### config.mk
export PLATFORM = sky130hd
export DESIGN_NAME = pdt_timer
export DESIGN_NICKNAME = d
export VERILOG_FILES = /design/src/rtl/pdt_pkg.sv /design/src/rtl/pdt_pin_sync.sv /design/src/rtl/pdt_prescaler.sv /design/src/rtl/pdt_downcount.sv /design/src/rtl/pdt_ctrl.sv /design/src/rtl/pdt_timer.sv
export SDC_FILE = /design/constraint.sdc
export NUM_CORES = 1
export LEC_CHECK = 0
export CAP_MARGIN = 20
export CORE_MARGIN = 10
export CORE_UTILIZATION = 50
export CTS_BUF_LIST = sky130_fd_sc_hd__clkbuf_8 sky130_fd_sc_hd__clkbuf_16
export CTS_CLUSTER_SIZE = 14
export DETAILED_ROUTE_END_ITERATION = 10
export PLACE_DENSITY_LB_ADDON = 0.25
export SLEW_MARGIN = 5
export SYNTH_ARGS = -nofsm -noshare
export SYNTH_HDL_FRONTEND = slang
export SYNTH_SLANG_ARGS = --single-unit
### constraint.sdc
create_clock -name clk -period 3.9 [get_ports clk]
set_input_delay 0.39 -clock clk [delete_from_list [all_inputs] [get_ports clk]]
set_output_delay 0.39 -clock clk [all_outputs]
set_load 0.02 [all_outputs]
### src/rtl/pdt_pkg.sv
package pdt_pkg;

    typedef enum logic [1:0] {
        ST_STOP  = 2'd0,
        ST_ARMED = 2'd1,
        ST_RUN   = 2'd2
    } pdt_state_e;

    typedef enum logic [1:0] {
        PIN_CLOCK     = 2'd0,
        PIN_GATE      = 2'd1,
        PIN_TRIG_ONCE = 2'd2,
        PIN_TRIG_RE   = 2'd3
    } pin_mode_e;

    // mode register fields
    localparam int MODE_LOAD_BIT = 0;
    localparam int MODE_EN_BIT   = 1;
    localparam int MODE_PIN_LSB  = 2;
    localparam int MODE_PIN_W    = 2;

    // prescaler register fields
    localparam int PS_CONT_BIT = 0;
    localparam int PS_SRC_BIT  = 1;
    localparam int PS_DIV_LSB  = 2;

endpackage

### src/rtl/pdt_pin_sync.sv
module pdt_pin_sync (
    input  logic clk,
    input  logic rst_n,
    input  logic pin_i,
    output logic lvl_o,
    output logic fall_o
);
    logic s1_q, s2_q, s3_q;

    always_ff @(posedge clk or negedge rst_n) begin
        if (!rst_n) begin
            s1_q <= 1'b0;
            s2_q <= 1'b0;
            s3_q <= 1'b0;
        end else begin
            s1_q <= pin_i;
            s2_q <= s1_q;
            s3_q <= s2_q;
        end
    end

    assign lvl_o  = s2_q;
    assign fall_o = s3_q & ~s2_q;

    AST_FALL_AFTER_HIGH: assert property (@(posedge clk) disable iff (!rst_n) fall_o |-> $past(lvl_o));

endmodule

### src/rtl/pdt_prescaler.sv
module pdt_prescaler #(
    parameter int PS_W = 6
) (
    input  logic            clk,
    input  logic            rst_n,
    input  logic            reload_i,
    input  logic [PS_W-1:0] div_i,
    input  logic            tick_i,
    output logic            wrap_o
);
    localparam logic [PS_W-1:0] PS_ONE = PS_W'(1);

    logic [PS_W-1:0] ps_q;

    assign wrap_o = tick_i && (ps_q == PS_ONE);

    always_ff @(posedge clk or negedge rst_n) begin
        if (!rst_n) begin
            ps_q <= '0;
        end else if (reload_i) begin
            ps_q <= div_i;
        end else if (tick_i) begin
            if (wrap_o) ps_q <= div_i;
            else        ps_q <= ps_q - PS_ONE;
        end
    end

    AST_PS_HOLD: assert property (@(posedge clk) disable iff (!rst_n) (!tick_i && !reload_i) |=> $stable(ps_q));
    AST_PS_RELOAD: assert property (@(posedge clk) disable iff (!rst_n) reload_i |=> (ps_q == $past(div_i)));

endmodule

### src/rtl/pdt_downcount.sv
module pdt_downcount #(
    parameter int CNT_W = 8
) (
    input  logic             clk,
    input  logic             rst_n,
    input  logic             reload_i,
    input  logic [CNT_W-1:0] init_i,
    input  logic             step_i,
    input  logic             cont_i,
    output logic [CNT_W-1:0] cnt_o,
    output logic             tc_o
);
    localparam logic [CNT_W-1:0] CNT_ONE = CNT_W'(1);

    logic [CNT_W-1:0] cnt_q;

    assign cnt_o = cnt_q;
    assign tc_o  = step_i && (cnt_q == CNT_ONE);

    always_ff @(posedge clk or negedge rst_n) begin
        if (!rst_n) begin
            cnt_q <= '0;
        end else if (reload_i) begin
            cnt_q <= init_i;
        end else if (step_i) begin
            if (tc_o) cnt_q <= cont_i ? init_i : '0;
            else      cnt_q <= cnt_q - CNT_ONE;
        end
    end

    AST_LOAD_COPIES: assert property (@(posedge clk) disable iff (!rst_n) reload_i |=> (cnt_o == $past(init_i)));
    AST_SINGLE_ZERO: assert property (@(posedge clk) disable iff (!rst_n) (tc_o && !cont_i && !reload_i) |=> (cnt_o == '0));
    AST_MODN_RELOAD: assert property (@(posedge clk) disable iff (!rst_n) (tc_o && cont_i && !reload_i) |=> (cnt_o == $past(init_i)));
    AST_CNT_HOLD: assert property (@(posedge clk) disable iff (!rst_n) (!step_i && !reload_i) |=> $stable(cnt_o));

endmodule

### src/rtl/pdt_ctrl.sv
module pdt_ctrl
    import pdt_pkg::*;
(
    input  logic clk,
    input  logic rst_n,
    input  logic mode_wr_i,
    input  logic load_i,
    input  logic en_i,
    input  logic arm_i,
    input  logic edge_i,
    input  logic retrig_i,
    input  logic tc_i,
    input  logic cont_i,
    output logic run_o,
    output logic retrig_o
);
    pdt_state_e state_q, state_d;

    always_ff @(posedge clk or negedge rst_n) begin
        if (!rst_n) state_q <= ST_STOP;
        else        state_q <= state_d;
    end

    always_comb begin
        state_d = state_q;
        if (mode_wr_i) begin
            if (!en_i)
                state_d = ST_STOP;
            else if (load_i || state_q == ST_STOP)
                state_d = arm_i ? ST_ARMED : ST_RUN;
            else if (state_q == ST_RUN && tc_i && !cont_i)
                state_d = ST_STOP;
        end else begin
            unique case (state_q)
                ST_STOP:  state_d = ST_STOP;
                ST_ARMED: if (edge_i) state_d = ST_RUN;
                ST_RUN:   if (tc_i && !cont_i) state_d = ST_STOP;
                default:  state_d = ST_STOP;
            endcase
        end
    end

    always_comb begin
        run_o    = (state_q == ST_RUN);
        retrig_o = (state_q == ST_RUN) && retrig_i && edge_i && !mode_wr_i;
    end

    AST_SINGLE_STOPS: assert property (@(posedge clk) disable iff (!rst_n) (state_q == ST_RUN && tc_i && !cont_i && !mode_wr_i) |=> (state_q == ST_STOP));
    AST_ARMED_WAITS: assert property (@(posedge clk) disable iff (!rst_n) (state_q == ST_ARMED && !edge_i && !mode_wr_i) |=> (state_q == ST_ARMED));
    AST_DISABLE_STOPS: assert property (@(posedge clk) disable iff (!rst_n) (mode_wr_i && !en_i) |=> (state_q == ST_STOP));

endmodule

### src/rtl/pdt_timer.sv
module pdt_timer
    import pdt_pkg::*;
#(
    parameter int CNT_W   = 8,
    parameter int PS_W    = 6,
    parameter bit HAS_EXT = 1'b1
) (
    input  logic         clk,
    input  logic         rst_n,
    input  logic         tick4_i,
    input  logic         pin_i,
    input  logic         wr_mode_i,
    input  logic         wr_pscl_i,
    input  logic         wr_init_i,
    input  logic [7:0]   wdata_i,
    output logic [7:0]   rd_count_o,
    output logic [7:0]   rd_mode_o,
    output logic         irq_o
);
    localparam int BUS_W = 8;
    localparam int PAD_W = BUS_W - MODE_PIN_LSB - MODE_PIN_W;

    // configuration registers
    logic [CNT_W-1:0] init_q;
    logic [PS_W-1:0]  div_q;
    logic             cont_q;
    logic             src_int_q;
    logic             en_q;
    pin_mode_e        pin_mode_q;
    logic             irq_q;

    logic pin_lvl, pin_fall;
    logic ext_src, gate_on, trig_cur, retrig_cur, arm_new;
    logic [MODE_PIN_W-1:0] pin_rb;
    logic load_wr, retrig, reload, run, src_tick, step, ps_wrap, tc;
    logic [CNT_W-1:0] cnt;

    always_ff @(posedge clk or negedge rst_n) begin
        if (!rst_n) begin
            init_q     <= '0;
            div_q      <= '0;
            cont_q     <= 1'b0;
            src_int_q  <= 1'b0;
            en_q       <= 1'b0;
            pin_mode_q <= PIN_CLOCK;
        end else begin
            if (wr_mode_i) begin
                en_q       <= wdata_i[MODE_EN_BIT];
                pin_mode_q <= pin_mode_e'(wdata_i[MODE_PIN_LSB +: MODE_PIN_W]);
            end
            if (wr_pscl_i) begin
                cont_q    <= wdata_i[PS_CONT_BIT];
                src_int_q <= wdata_i[PS_SRC_BIT];
                div_q     <= wdata_i[PS_DIV_LSB +: PS_W];
            end
            if (wr_init_i) begin
                init_q <= wdata_i[CNT_W-1:0];
            end
        end
    end

    pdt_pin_sync u_sync (
        .clk    (clk),
        .rst_n  (rst_n),
        .pin_i  (pin_i),
        .lvl_o  (pin_lvl),
        .fall_o (pin_fall)
    );

    generate
        if (HAS_EXT) begin : g_ext
            assign ext_src    = !src_int_q;
            assign gate_on    = src_int_q && (pin_mode_q == PIN_GATE);
            assign trig_cur   = src_int_q && pin_mode_q[1];
            assign retrig_cur = src_int_q && (pin_mode_q == PIN_TRIG_RE);
            assign arm_new    = src_int_q && wdata_i[MODE_PIN_LSB + 1];
            assign pin_rb     = pin_mode_q;
        end else begin : g_int
            assign ext_src    = 1'b0;
            assign gate_on    = 1'b0;
            assign trig_cur   = 1'b0;
            assign retrig_cur = 1'b0;
            assign arm_new    = 1'b0;
            assign pin_rb     = '0;
        end
    endgenerate

    assign load_wr  = wr_mode_i && wdata_i[MODE_LOAD_BIT];
    assign reload   = load_wr || retrig;
    assign src_tick = ext_src ? pin_fall : (tick4_i && (!gate_on || pin_lvl));
    assign step     = run && src_tick && !reload;

    pdt_ctrl u_ctrl (
        .clk       (clk),
        .rst_n     (rst_n),
        .mode_wr_i (wr_mode_i),
        .load_i    (load_wr),
        .en_i      (wdata_i[MODE_EN_BIT]),
        .arm_i     (arm_new),
        .edge_i    (trig_cur && pin_fall),
        .retrig_i  (retrig_cur),
        .tc_i      (tc),
        .cont_i    (cont_q),
        .run_o     (run),
        .retrig_o  (retrig)
    );

    pdt_prescaler #(.PS_W(PS_W)) u_ps (
        .clk      (clk),
        .rst_n    (rst_n),
        .reload_i (reload),
        .div_i    (div_q),
        .tick_i   (step),
        .wrap_o   (ps_wrap)
    );

    pdt_downcount #(.CNT_W(CNT_W)) u_cnt (
        .clk      (clk),
        .rst_n    (rst_n),
        .reload_i (reload),
        .init_i   (init_q),
        .step_i   (ps_wrap),
        .cont_i   (cont_q),
        .cnt_o    (cnt),
        .tc_o     (tc)
    );

    always_ff @(posedge clk or negedge rst_n) begin
        if (!rst_n) irq_q <= 1'b0;
        else        irq_q <= tc;
    end

    assign irq_o      = irq_q;
    assign rd_count_o = BUS_W'(cnt);
    assign rd_mode_o  = {{PAD_W{1'b0}}, pin_rb, en_q, 1'b0};

    AST_IRQ_FROM_RUN: assert property (@(posedge clk) disable iff (!rst_n) irq_o |-> $past(run));
    AST_STOP_FREEZES: assert property (@(posedge clk) disable iff (!rst_n) (!run && !reload) |=> $stable(rd_count_o));
    AST_LOAD_RESTART: assert property (@(posedge clk) disable iff (!rst_n) load_wr |=> (rd_count_o == BUS_W'($past(init_q))));

endmodule

==> summary.md <==
| Metric | Value |
|---|---|
| CTS root buf | clkbuf_8 |
| Synth Instances | 188 |
| # port buffers | 26 |
| Top delay family on crit path | compound AO/OA/AOI/OAI gates |
| Hold/Removal Path Class | primary input to async pin |
| Leakage power of the design | between 1 and 1.5 nW |
| Max IR drop VDD | 0.279 mV |
| Category of the critical setup timing path | primary input to register |
| First DRT Iteration DRCs | 170 |
| Boundary Pins | 32 |
| Setup repair after global routing missed its margin | false |
| Headroom to the max-slew limit | 36.6% |
| Clock buffers created by TritonCTS | 5 |
| Final clock skew | 3.46 ps |
| Antenna Nets Post-Route | 0 |
| Hold slack final | 234 ps |
| Register bit count reported by yosys | 39 |
| Total of endpoints with negative setup slack in the final report | 0 |
| Syn_area_per_cell | 10.6 um^2 |
| Cell row count | 22 |
| Clock tree from TritonCTS | done |
| Chip Width | 83.3 um |
| Worst Setup Slack, final | 1340 ps |
| Final cell count without fillers | 263 |
| Primary flip-flop cell chosen by synthesis mapping | dfrtp_1 |
| Number of max-slew violations in the final report | 0 |
| Layout Nets | 233 |
| Clock insertion delay at the later pin of the skew report | 290 ps |
| Number of global-route vias before repair | around 1.5k |
| Pre-CTS setup slack | 1050 ps |
| Placed wire-length estimate | 3330 um |
| Largest driver fanout on the critical path | 14 |
| Master of the slowest instance on the critical path | clkdlybuf4s50_1 |
| WP data required | 4080 ps |
| Number of antenna violations at the first check in global routing | 0 |
| Slew @ Worst Pin | 951 ps |
| Power Density | just under 500 mW/mm^2 |
| Max Freq | 0.390 GHz |
| CTS clk-pin slew, worst paths | 70 ps |
| Routed wire length | 4470 um |
| Share of the yosys chip area belonging to registers | 48.8% |
| Routability-driven placement congestion ratio | 0.836 |
| Avg WL per Cell | around 17 um |
| Post_cts resized | 0 |
| Area delta synth->final | 19.3% |
| CP cell instances | clkdlybuf4s50_1 -> and4bb_2 -> a22o_1 -> a21oi_2 -> mux2_2 -> o22a_1 |
| Vias | 1,537 |
| Number of instances in the placed design | 254 |
| Vert. Die Dim | 83.3 um |
| Buffer count from post-CTS setup fixing | 0 |
| Starting Density | 53.1% |
| Total routing resource utilization after global routing | 12.8% |
| Critical Path Sink Type | register |
| Longest Clk Path Bufs | 2 |
| Maximum number of pins on one net before global-route repair | 40 |
| Max incr delay on CP | 680 ps |
| Number of buffers inserted by hold repair at cts | 0 |
| Count of yosys warnings during synthesis | 0 |
| Total Negative Setup Slacks | 0 ps |
| Final critical path time including I/O delays and setup | 2560 ps |
| Sinks on Clock Net | 39 |
| Number of unique standard cell types used by synthesis | 44 |
| Cell area after technology mapping | about 0.002 mm^2 |
| Fraction of layout cells with a size suffix above 1 | 17.7% |
| Count of buffer and inverter cells on the critical path | 1 |
| Number of flops mapped to enable cells by yosys | 0 |
| Fraction of registers with async set or reset after synthesis | 100% |
| Utilization of the core after routing | a little over three fifths |
| DRC | 0 |
| Die outline area | slightly below 0.007 mm^2 |
| Data arrival time of the critical path | approximately 2700 ps |
| Run status | completed |
| Diodes inserted | 0 |
| Global-route wire length before repair | 7420 um |
| Final number of hold-violating endpoints | 0 |
| Core Region | 0.00377 mm^2 |
| Max H-tree Level | 2 |
| Congestion Overflow GR | 0 |
| Count of max-cap constraint violations | 0 |
| Element type at the critical path start | primary input |
| Share of the cycle needed by the critical path after routing | about two thirds |
| Initial DRT Pass Iterations | 5 |
| Filler cells | between 300 and 400 |
| Vias per std cell | a little under 6 |
-- worst reg2reg max path: stages, from the launching register on --
cell and delay (ps):
dfrtp_1 470, and4bb_2 280, a22o_1 360, a21oi_2 420
mux2_2 390, o22a_1 210
-- synthesized netlist by cell type (all sizes together), types with 2 or more instances --
cell	number	share of area, %
dfrtp	39	49
mux2	20	11
nand2	18	3.4
nor2	17	3.3
o21ai	11	2.8
a21oi	8	2.2
buf	8	2.8
inv	7	1.3
mux2i	6	3.0
nand3	6	1.5
and3	4	1.3
clkbuf	4	0.75
ha	4	2.5
nand4	3	0.94
nand4b	3	1.3
nand2b	2	0.63
nor3	2	0.50
nor4	2	0.63
o22a	2	0.88
o22ai	2	0.63
o311ai	2	0.88
-- power by group --
| group | total [mW] | switching [mW] | internal (mW) |
|---|---|---|---|
| Clock | 0.349 | 0.143 | 0.207 |
| Combinational | 0.262 | 0.135 | 0.127 |
| Sequential | 0.535 | 0.0686 | 0.467 |
-- layout by cell type, fill, tap and decap left out, types with 2 or more instances in the layout --
cell | netlist | final
inv_1 | 7 | 7
nand4b_1 | 3 | 3
nand2_1 | 18 | 18
nor2_1 | 16 | 16
mux2_2 | 20 | 20
o22a_1 | 2 | 2
mux2i_1 | 6 | 6
a21oi_1 | 7 | 7
ha_1 | 4 | 4
o21ai_0 | 10 | 10
conb_1 | 1 | 5
and3_1 | 3 | 3
o311ai_0 | 2 | 2
clkdlybuf4s50_1 | 0 | 25
nor4_1 | 2 | 2
clkbuf_8 | 0 | 6
o22ai_1 | 2 | 2
nand2b_1 | 2 | 2
nand4_1 | 3 | 3
dfrtp_1 | 39 | 39
nor3_1 | 2 | 2
nand3_1 | 6 | 6
-- flip-flops by register name (all words and copies together) (netlist names), 2 cells and up --
signal	count
init_q	8
u_cnt.cnt_o	8
div_q	6
u_ps.ps_q	6
pin_mode_q	2
u_ctrl.state_q	2
-- cell type report --
cell class | count | area (um^2) | share of cell area, %
Tap cell | 48 | 60.1 | 2.52
Timing Repair Buffer | 27 | 263 | 11.0
Multi-Input combinational cell | 134 | 943 | 39.5
Sequential cell | 39 | 976 | 40.9
Clock buffer | 6 | 82.6 | 3.46
Inverter | 7 | 26.3 | 1.10
Clock inverter | 2 | 35.0 | 1.47
-- per-stage QoR --
stage	area, um^2	power, mW
2_1_floorplan	2020	0.700
3_3_place_gp	2260	0.784
3_5_place_dp	2260	0.804
4_1_cts	2380	1.15
5_1_grt	2390	1.21
6_report	2390	1.15
-- cell families (layout without fill, tap and decap cells) --
family	after synthesis	count (layout)	share of synthesized area, %
AOI/OAI and AO/OA	36	36	12.1
adders and majority gates	4	4	2.50
buffers and inverters	19	42	4.82
DFF	39	39	48.8
muxes	26	26	14.3
other	1	5	0.187
and+or+nand+nor	63	63	17.3
-- final timing paths --
kind                       cells past startpoint  slack [ps]           endpoint               from
hold reg to reg                                0         350       u_sync.lvl_o        u_sync.s1_q
setup reg to reg                               5        1650       u_ps.ps_q[4]  u_ctrl.state_q[0]
hold / removal                                 1         230  u_ctrl.state_q[0]              rst_n
min in group clk                               0         350       u_sync.lvl_o        u_sync.s1_q
max in group asynchronous                      1        3080  u_ctrl.state_q[1]              rst_n
setup / recovery                               6        1340       u_ps.ps_q[4]          wr_mode_i
-- per-layer routing --
metal | part of all wire, % | vias up | GRT usage [%]
met2 | 47 | 49 | 20.4
met4 | 2.0 | 0 | 5.54
met1 | 45 | 756 | 15.5
met5 | 0 | - | 0
met3 | 6.2 | 7 | 4.10
li1 | - | 725 | -
(Power assumes the default switching activity.)
